`src/rtl/bpbs_pkg.sv`:
```
package bpbs_pkg;

    typedef enum logic [1:0] {
        S_IDLE  = 2'd0,
        S_OUTER = 2'd1,
        S_INNER = 2'd2,
        S_MIX   = 2'd3
    } bpbs_state_e;

endpackage

```
`src/rtl/bpbs_seq.sv`:
```
module bpbs_seq
    import bpbs_pkg::*;
(
    input  logic        clk,
    input  logic        rst_n,
    input  logic        in_valid,
    output bpbs_state_e state,
    output logic        accept,
    output logic        ld_outer,
    output logic        ld_inner,
    output logic        ld_mix
);

    bpbs_state_e state_nx;

    always_ff @(posedge clk) begin
        if (!rst_n) state <= S_IDLE;
        else        state <= state_nx;
    end

    always_comb begin
        state_nx = state;
        unique case (state)
            S_IDLE:  if (in_valid) state_nx = S_OUTER;
            S_OUTER: state_nx = S_INNER;
            S_INNER: state_nx = S_MIX;
            S_MIX:   state_nx = S_IDLE;
            default: state_nx = S_IDLE;
        endcase
    end

    always_comb begin
        accept   = 1'b0;
        ld_outer = 1'b0;
        ld_inner = 1'b0;
        ld_mix   = 1'b0;
        unique case (state)
            S_IDLE:  accept   = in_valid;
            S_OUTER: ld_outer = 1'b1;
            S_INNER: ld_inner = 1'b1;
            S_MIX:   ld_mix   = 1'b1;
            default: ;
        endcase
    end

    // a strobe while busy never starts a new pass
    a_r3_busy_ignored: assert property (@(posedge clk) disable iff (!rst_n)
        (state != S_IDLE) |=> (state != S_OUTER));

endmodule

```
`src/rtl/bpbs_lattice_stage.sv`:
```
module bpbs_lattice_stage #(
    parameter int IW   = 18,
    parameter int CW   = 16,
    parameter int FRAC = 15
) (
    input  logic signed [CW-1:0] coef,
    input  logic signed [IW-1:0] f_in,
    input  logic signed [IW-1:0] d_in,
    output logic signed [IW-1:0] f_out,
    output logic signed [IW-1:0] g_out
);

    localparam int DW2 = IW + 1;
    localparam int PW  = CW + IW + 1;
    localparam int WW  = IW + 2;

    logic signed [DW2-1:0] diff;
    logic signed [PW-1:0]  coef_x;
    logic signed [PW-1:0]  diff_x;
    logic signed [PW-1:0]  prod;
    logic signed [PW-1:0]  prod_sh;
    logic signed [WW-1:0]  w;
    logic signed [WW-1:0]  sum_f;
    logic signed [WW-1:0]  sum_g;

    function automatic logic signed [WW-1:0] clamp_prod(input logic signed [PW-1:0] v);
        if (v[PW-1:WW-1] == {(PW-WW+1){v[PW-1]}})
            return v[WW-1:0];
        else if (v[PW-1])
            return {1'b1, {(WW-1){1'b0}}};
        else
            return {1'b0, {(WW-1){1'b1}}};
    endfunction

    function automatic logic signed [IW-1:0] clamp_iw(input logic signed [WW-1:0] v);
        if (v[WW-1:IW-1] == {(WW-IW+1){v[WW-1]}})
            return v[IW-1:0];
        else if (v[WW-1])
            return {1'b1, {(IW-1){1'b0}}};
        else
            return {1'b0, {(IW-1){1'b1}}};
    endfunction

    always_comb begin
        diff    = {f_in[IW-1], f_in} - {d_in[IW-1], d_in};
        coef_x  = {{(PW-CW){coef[CW-1]}}, coef};
        diff_x  = {{(PW-DW2){diff[DW2-1]}}, diff};
        prod    = coef_x * diff_x;
        prod_sh = prod >>> FRAC;
        w       = clamp_prod(prod_sh);
        sum_f   = {{2{f_in[IW-1]}}, f_in} + w;
        sum_g   = {{2{d_in[IW-1]}}, d_in} + w;
        f_out   = clamp_iw(sum_f);
        g_out   = clamp_iw(sum_g);
    end

endmodule

```
`src/rtl/bpbs_mix.sv`:
```
module bpbs_mix #(
    parameter int DW = 16,
    parameter int IW = 18
) (
    input  logic signed [DW-1:0] x,
    input  logic signed [IW-1:0] y,
    output logic signed [DW-1:0] bp,
    output logic signed [DW-1:0] bs
);

    localparam int SW = IW + 1;

    logic signed [SW-1:0] x_e;
    logic signed [SW-1:0] y_e;
    logic signed [SW-1:0] d_half;
    logic signed [SW-1:0] s_half;

    function automatic logic signed [DW-1:0] clamp_dw(input logic signed [SW-1:0] v);
        if (v[SW-1:DW-1] == {(SW-DW+1){v[SW-1]}})
            return v[DW-1:0];
        else if (v[SW-1])
            return {1'b1, {(DW-1){1'b0}}};
        else
            return {1'b0, {(DW-1){1'b1}}};
    endfunction

    always_comb begin
        x_e    = {{(SW-DW){x[DW-1]}}, x};
        y_e    = {y[IW-1], y};
        d_half = (x_e - y_e) >>> 1;
        s_half = (x_e + y_e) >>> 1;
        bp     = clamp_dw(d_half);
        bs     = clamp_dw(s_half);
    end

endmodule

```
`src/rtl/bpbs_tunable_filter.sv`:
```
module bpbs_tunable_filter
    import bpbs_pkg::*;
#(
    parameter int DATA_W  = 16,
    parameter int COEF_W  = 16,
    parameter int GUARD_W = 2
) (
    input  logic                     clk,
    input  logic                     rst_n,
    input  logic                     in_valid,
    input  logic signed [DATA_W-1:0] in_sample,
    input  logic signed [COEF_W-1:0] alpha,
    input  logic signed [COEF_W-1:0] beta,
    output logic                     out_valid,
    output logic signed [DATA_W-1:0] bp_out,
    output logic signed [DATA_W-1:0] bs_out
);

    localparam int IW   = DATA_W + GUARD_W;
    localparam int FRAC = COEF_W - 1;
    localparam logic signed [COEF_W-1:0] K_MIN = {1'b1, {(COEF_W-1){1'b0}}};
    localparam logic signed [COEF_W-1:0] K_MAX = {1'b0, {(COEF_W-1){1'b1}}};

    bpbs_state_e state;
    logic        accept, ld_outer, ld_inner, ld_mix;

    logic signed [DATA_W-1:0] x_q;
    logic signed [COEF_W-1:0] k2_q, k1_q;
    logic signed [IW-1:0]     d1_q, d2_q;
    logic signed [IW-1:0]     f1_q, y_q;
    logic signed [IW-1:0]     x_ext;
    logic signed [IW-1:0]     f1_c, y_c, f0_c, g1_c;
    logic signed [DATA_W-1:0] bp_c, bs_c;
    logic signed [DATA_W-1:0] bp_q, bs_q;
    logic                     vld_q;

    bpbs_seq u_seq (
        .clk      (clk),
        .rst_n    (rst_n),
        .in_valid (in_valid),
        .state    (state),
        .accept   (accept),
        .ld_outer (ld_outer),
        .ld_inner (ld_inner),
        .ld_mix   (ld_mix)
    );

    always_ff @(posedge clk) begin
        if (!rst_n) begin
            x_q  <= '0;
            k2_q <= '0;
            k1_q <= '0;
        end else if (accept) begin
            x_q  <= in_sample;
            k2_q <= alpha;
            k1_q <= (beta == K_MIN) ? K_MAX : -beta;
        end
    end

    assign x_ext = {{GUARD_W{x_q[DATA_W-1]}}, x_q};

    bpbs_lattice_stage #(.IW(IW), .CW(COEF_W), .FRAC(FRAC)) u_outer (
        .coef  (k2_q),
        .f_in  (x_ext),
        .d_in  (d2_q),
        .f_out (f1_c),
        .g_out (y_c)
    );

    always_ff @(posedge clk) begin
        if (!rst_n) begin
            f1_q <= '0;
            y_q  <= '0;
        end else if (ld_outer) begin
            f1_q <= f1_c;
            y_q  <= y_c;
        end
    end

    bpbs_lattice_stage #(.IW(IW), .CW(COEF_W), .FRAC(FRAC)) u_inner (
        .coef  (k1_q),
        .f_in  (f1_q),
        .d_in  (d1_q),
        .f_out (f0_c),
        .g_out (g1_c)
    );

    always_ff @(posedge clk) begin
        if (!rst_n) begin
            d1_q <= '0;
            d2_q <= '0;
        end else if (ld_inner) begin
            d1_q <= f0_c;
            d2_q <= g1_c;
        end
    end

    bpbs_mix #(.DW(DATA_W), .IW(IW)) u_mix (
        .x  (x_q),
        .y  (y_q),
        .bp (bp_c),
        .bs (bs_c)
    );

    always_ff @(posedge clk) begin
        if (!rst_n) begin
            bp_q  <= '0;
            bs_q  <= '0;
            vld_q <= 1'b0;
        end else begin
            vld_q <= ld_mix;
            if (ld_mix) begin
                bp_q <= bp_c;
                bs_q <= bs_c;
            end
        end
    end

    assign out_valid = vld_q;
    assign bp_out    = bp_q;
    assign bs_out    = bs_q;

    // result strobe four cycles after the accepting cycle
    a_r2_latency: assert property (@(posedge clk) disable iff (!rst_n)
        accept |-> ##4 out_valid);

    // strobe is a single-cycle pulse
    a_r2_single_pulse: assert property (@(posedge clk) disable iff (!rst_n)
        out_valid |=> !out_valid);

    // coefficients move only on acceptance
    a_r4_coef_hold: assert property (@(posedge clk) disable iff (!rst_n)
        !accept |=> ($stable(k2_q) && $stable(k1_q)));

    // outputs move only with a new strobe
    a_r6_out_hold: assert property (@(posedge clk) disable iff (!rst_n)
        !out_valid |-> ($stable(bp_out) && $stable(bs_out)));

    // delay state is untouched outside the inner step
    a_r1_state_hold: assert property (@(posedge clk) disable iff (!rst_n)
        (state != S_INNER) |=> ($stable(d1_q) && $stable(d2_q)));

endmodule

```
`config.mk`:
```
export PLATFORM = sky130hd
export DESIGN_NAME = bpbs_tunable_filter
export DESIGN_NICKNAME = d
export VERILOG_FILES = /design/src/rtl/bpbs_pkg.sv /design/src/rtl/bpbs_seq.sv /design/src/rtl/bpbs_lattice_stage.sv /design/src/rtl/bpbs_mix.sv /design/src/rtl/bpbs_tunable_filter.sv
export SDC_FILE = /design/constraint.sdc
export NUM_CORES = 2
export LEC_CHECK = 0
export ABC_AREA = 1
export BUFFER_PORTS_ARGS = -buffer_cell sky130_fd_sc_hd__buf_2
export CORE_ASPECT_RATIO = 1.2
export CORE_MARGIN = 1.5
export CORE_UTILIZATION = 35
export CTS_CLUSTER_DIAMETER = 30
export DETAILED_ROUTE_END_ITERATION = 7
export GPL_TIMING_DRIVEN = 0
export PLACE_DENSITY_LB_ADDON = 0.05
export SLEW_MARGIN = 20
export SYNTH_ARGS = -nofsm -noshare
export SYNTH_HDL_FRONTEND = slang
export SYNTH_HIERARCHICAL = 1
export SYNTH_SLANG_ARGS = --single-unit
```
`constraint.sdc`:
```
create_clock -name clk -period 12.07 [get_ports clk]
set_input_delay 1.8105 -clock clk [delete_from_list [all_inputs] [get_ports clk]]
set_output_delay 1.8105 -clock clk [all_outputs]
set_load 0.02 [all_outputs]
```
==> flow_summary.yaml <==
placement:
  globalplace.congestion: 0.916
  portBuffers: 83
  hpwl_um: 119000
logic_synthesis:
  synth.distinct_cells: 67
  syn_area_mm2: 0.0385
  ys.flop_type: "dfxtp_1"
  ys_seq_area_share_pct: 8.07
  avgSynthCellArea_um2: 7.30
  syn_inst: 5271
  mappedNetlistNets: 6264
  synthArstFlopShare_pct: 0
  yosysWarnings: 6
  synth_edf_count: 0
  synth_seq_cells: 155
sta:
  setup_viol: 0
  fin_crit_ns: 11.20
  rsz0062_at_grt: "no"
  period_share_pct: 92.8
  hold_violations: 0
  clock_skew_ns: 0.0201
  tns_ns: 0
  fin_hold_ws_ns: 0.470
  slew_viol_final: 0
  slew_headroom_pct: 22.1
  tightest_slew_ns: 1.17
  fmax_mhz: 89.3
cts:
  cts_buffer_depth: 2
  cts.sinks: 155
  cts_buffers: 17
  post_cts_buffers: 0
  clk_latency_ns: 0.51
  path_clk_slew_ns: 0.08
  cts_tree: "yes"
  cts.repair.resized: 0
  clock-root-buffer: "clkbuf_16"
  cts_htree_levels: 4
  hold_buffers: 0
critical_path:
  r2r_start: "x_q[15]"
  regToRegSetupSlack_ns: 0.87
  cp.arrival_ns: 11.59
  cp_slowest_stage_delay_ns: 0.85
  reg2reg_depth: 41
  path_class: "flop to flop"
  required_ns: 12.47
  cp-start-kind: "flop"
  cp_max_fo: 16
  timing.critical_path.mode_cell: "fa_1"
  r2r-end: "y_q[13]"
  critPathCaptureType: "flop"
  crit_slowest_cell: "dfxtp_1"
drt:
  vias: 33074
  drc: 0
  wire_per_inst_um: 19.8
  firstDrtPassIters: 6
  avgViaCountPerCell: 4.86
  drt_iter0_markers: 1580
  antenna_left: 0
  drt-total-wl_um: 135000
global_routing:
  track_usage_pct: 24.5
  grt_pass1_wl_um: 208000
  grt_antenna_before_repair: 3
  gr-total-overflow: 0
  grt_max_degree: 19
  grt_pass1_vias: 35265
die:
  dieArea_mm2: 0.112
  core_mm2: 0.109
  start_util_pct: 35.2
  pin_count: 84
  die_w_um: 306
  die_height_um: 366
  rows: 133
worst_hold_path:
  hold_end: "k1_q[12]"
  whs_path_depth: 2
  hold_path.class: "flop to flop"
  hp-start: "k1_q[12]"
final_layout:
  synthToLayoutAreaGrowth_pct: 7.32
  layout.nets: 6367
  drive_above_1_share_pct: 6.87
  utilization_pct: 37.7
flow_run:
  maxCapViolCount: 0
outcome:
  status: "finished, final reports clean"
-- per-layer routing --
| metal | up-vias | part of all wire [%] | global-route usage [%] |
|---|---|---|---|
| met5 | - | 0 | 0 |
| met1 | 16162 | 41 | 28.8 |
| li1 | 16231 | - | - |
| met3 | 175 | 2.4 | 1.85 |
| met2 | 506 | 53 | 46.3 |
| met4 | 0 | 3.6 | 8.68 |
-- registers in the layout, indices dropped and copies added, names as in the netlist --
signal and flops:
f1_q 18, k2_q 16, x_q 16, bs_out 16, d1_q 18, out_valid 1, d2_q 18, u_seq/state 2
k1_q 16, y_q 18, bp_out 16
-- metrics by stage --
step / setup slack (ns) / area (µm²) / std cells
after floorplan: 3.34 / 38500 / 5271
after global placement: 0.662 / 40600 / 6771
after detailed placement: 0.908 / 40700 / 6772
after CTS: 0.855 / 41300 / 6804
after global routing: 0.259 / 41300 / 6805
final: 0.875 / 41300 / 6806
-- cell usage after synthesis (79+ instances only) --
library cell,n,share of area [%]
a21oi_1,199,2.6
clkbuf_1,79,0.77
dfxtp_1,155,8.1
fa_1,604,31
ha_1,338,11
inv_1,1053,10
nand2_1,984,9.6
nand3_1,128,1.7
nand4_1,95,1.5
nor2_1,783,7.6
o21ai_0,232,3.0
xor2_1,127,2.9
-- layout make-up --
type | count | area (µm²)
Clock inverter | 15 | 169
Antenna cell | 2 | 5.00
Multi-Input combinational cell | 3881 | 30500
Sequential cell | 155 | 3100
Inverter | 1106 | 4160
Tap cell | 1417 | 1770
Clock buffer | 17 | 425
Timing Repair Buffer | 84 | 427
Fill cell | 11914 | 68100
Buffer | 129 | 746
-- how the worst max path moves through the flow --
| stage | cells after the start | to | startpoint | slack, ns |
|---|---|---|---|---|
| final | 41 | y_q[13] | x_q[15] | 0.87 |
| after global routing | 48 | d1_q[7] | f1_q[0] | 0.26 |
| after CTS | 48 | d1_q[7] | f1_q[0] | 0.85 |
| after detailed placement | 48 | d1_q[7] | f1_q[0] | 0.91 |
| after global placement | 42 | d1_q[15] | d1_q[4] | 0.66 |
| after floorplan | 46 | y_q[10] | x_q[1] | 3.34 |
-- cells in the final DEF, fill, tap and decap left out, drive strengths merged, types with 3 or more instances in the layout --
cell / instances
o31ai: 4
a21oi: 207
nand2b: 4
xor2: 136
o2111ai: 5
fa: 604
inv: 1086
dfxtp: 155
and3: 3
clkinv: 33
a21o: 27
nand2: 1060
o211ai: 4
clkbuf: 96
xnor2: 44
ha: 338
nand3: 149
nor3: 30
nor2: 804
a31oi: 20
a21boi: 10
o21a: 6
o21ai: 266
buf: 134
or2: 32
nand4: 96
nand3b: 4
nor4: 6
o21bai: 13
-- critical path, delay by kind of cell (launching register included) --
kind,cells,cell delay [ns]
compound gates,8,1.55
flops,1,0.85
xor+xnor,3,1.32
simple gates,14,2.42
fa+ha+maj,9,4.08
buf+inv,7,0.84
-- cell families (layout without fill, tap and decap cells) --
| kind of cell | Yosys count | count (layout) | synth area share (%) |
|---|---|---|---|
| AOI/OAI and AO/OA | 568 | 568 | 8.22 |
| xor gates and xnor gates | 180 | 180 | 4.28 |
| adders and majority gates | 942 | 942 | 42.4 |
| buffers and inverters | 1235 | 1351 | 12.8 |
| DFF | 155 | 155 | 8.07 |
| other | 0 | 2 | 0 |
| and+or+nand+nor | 2191 | 2191 | 24.2 |
Power is not shown: default switching activity piles up to over one toggle a cycle in this logic, so the estimate is an artifact.
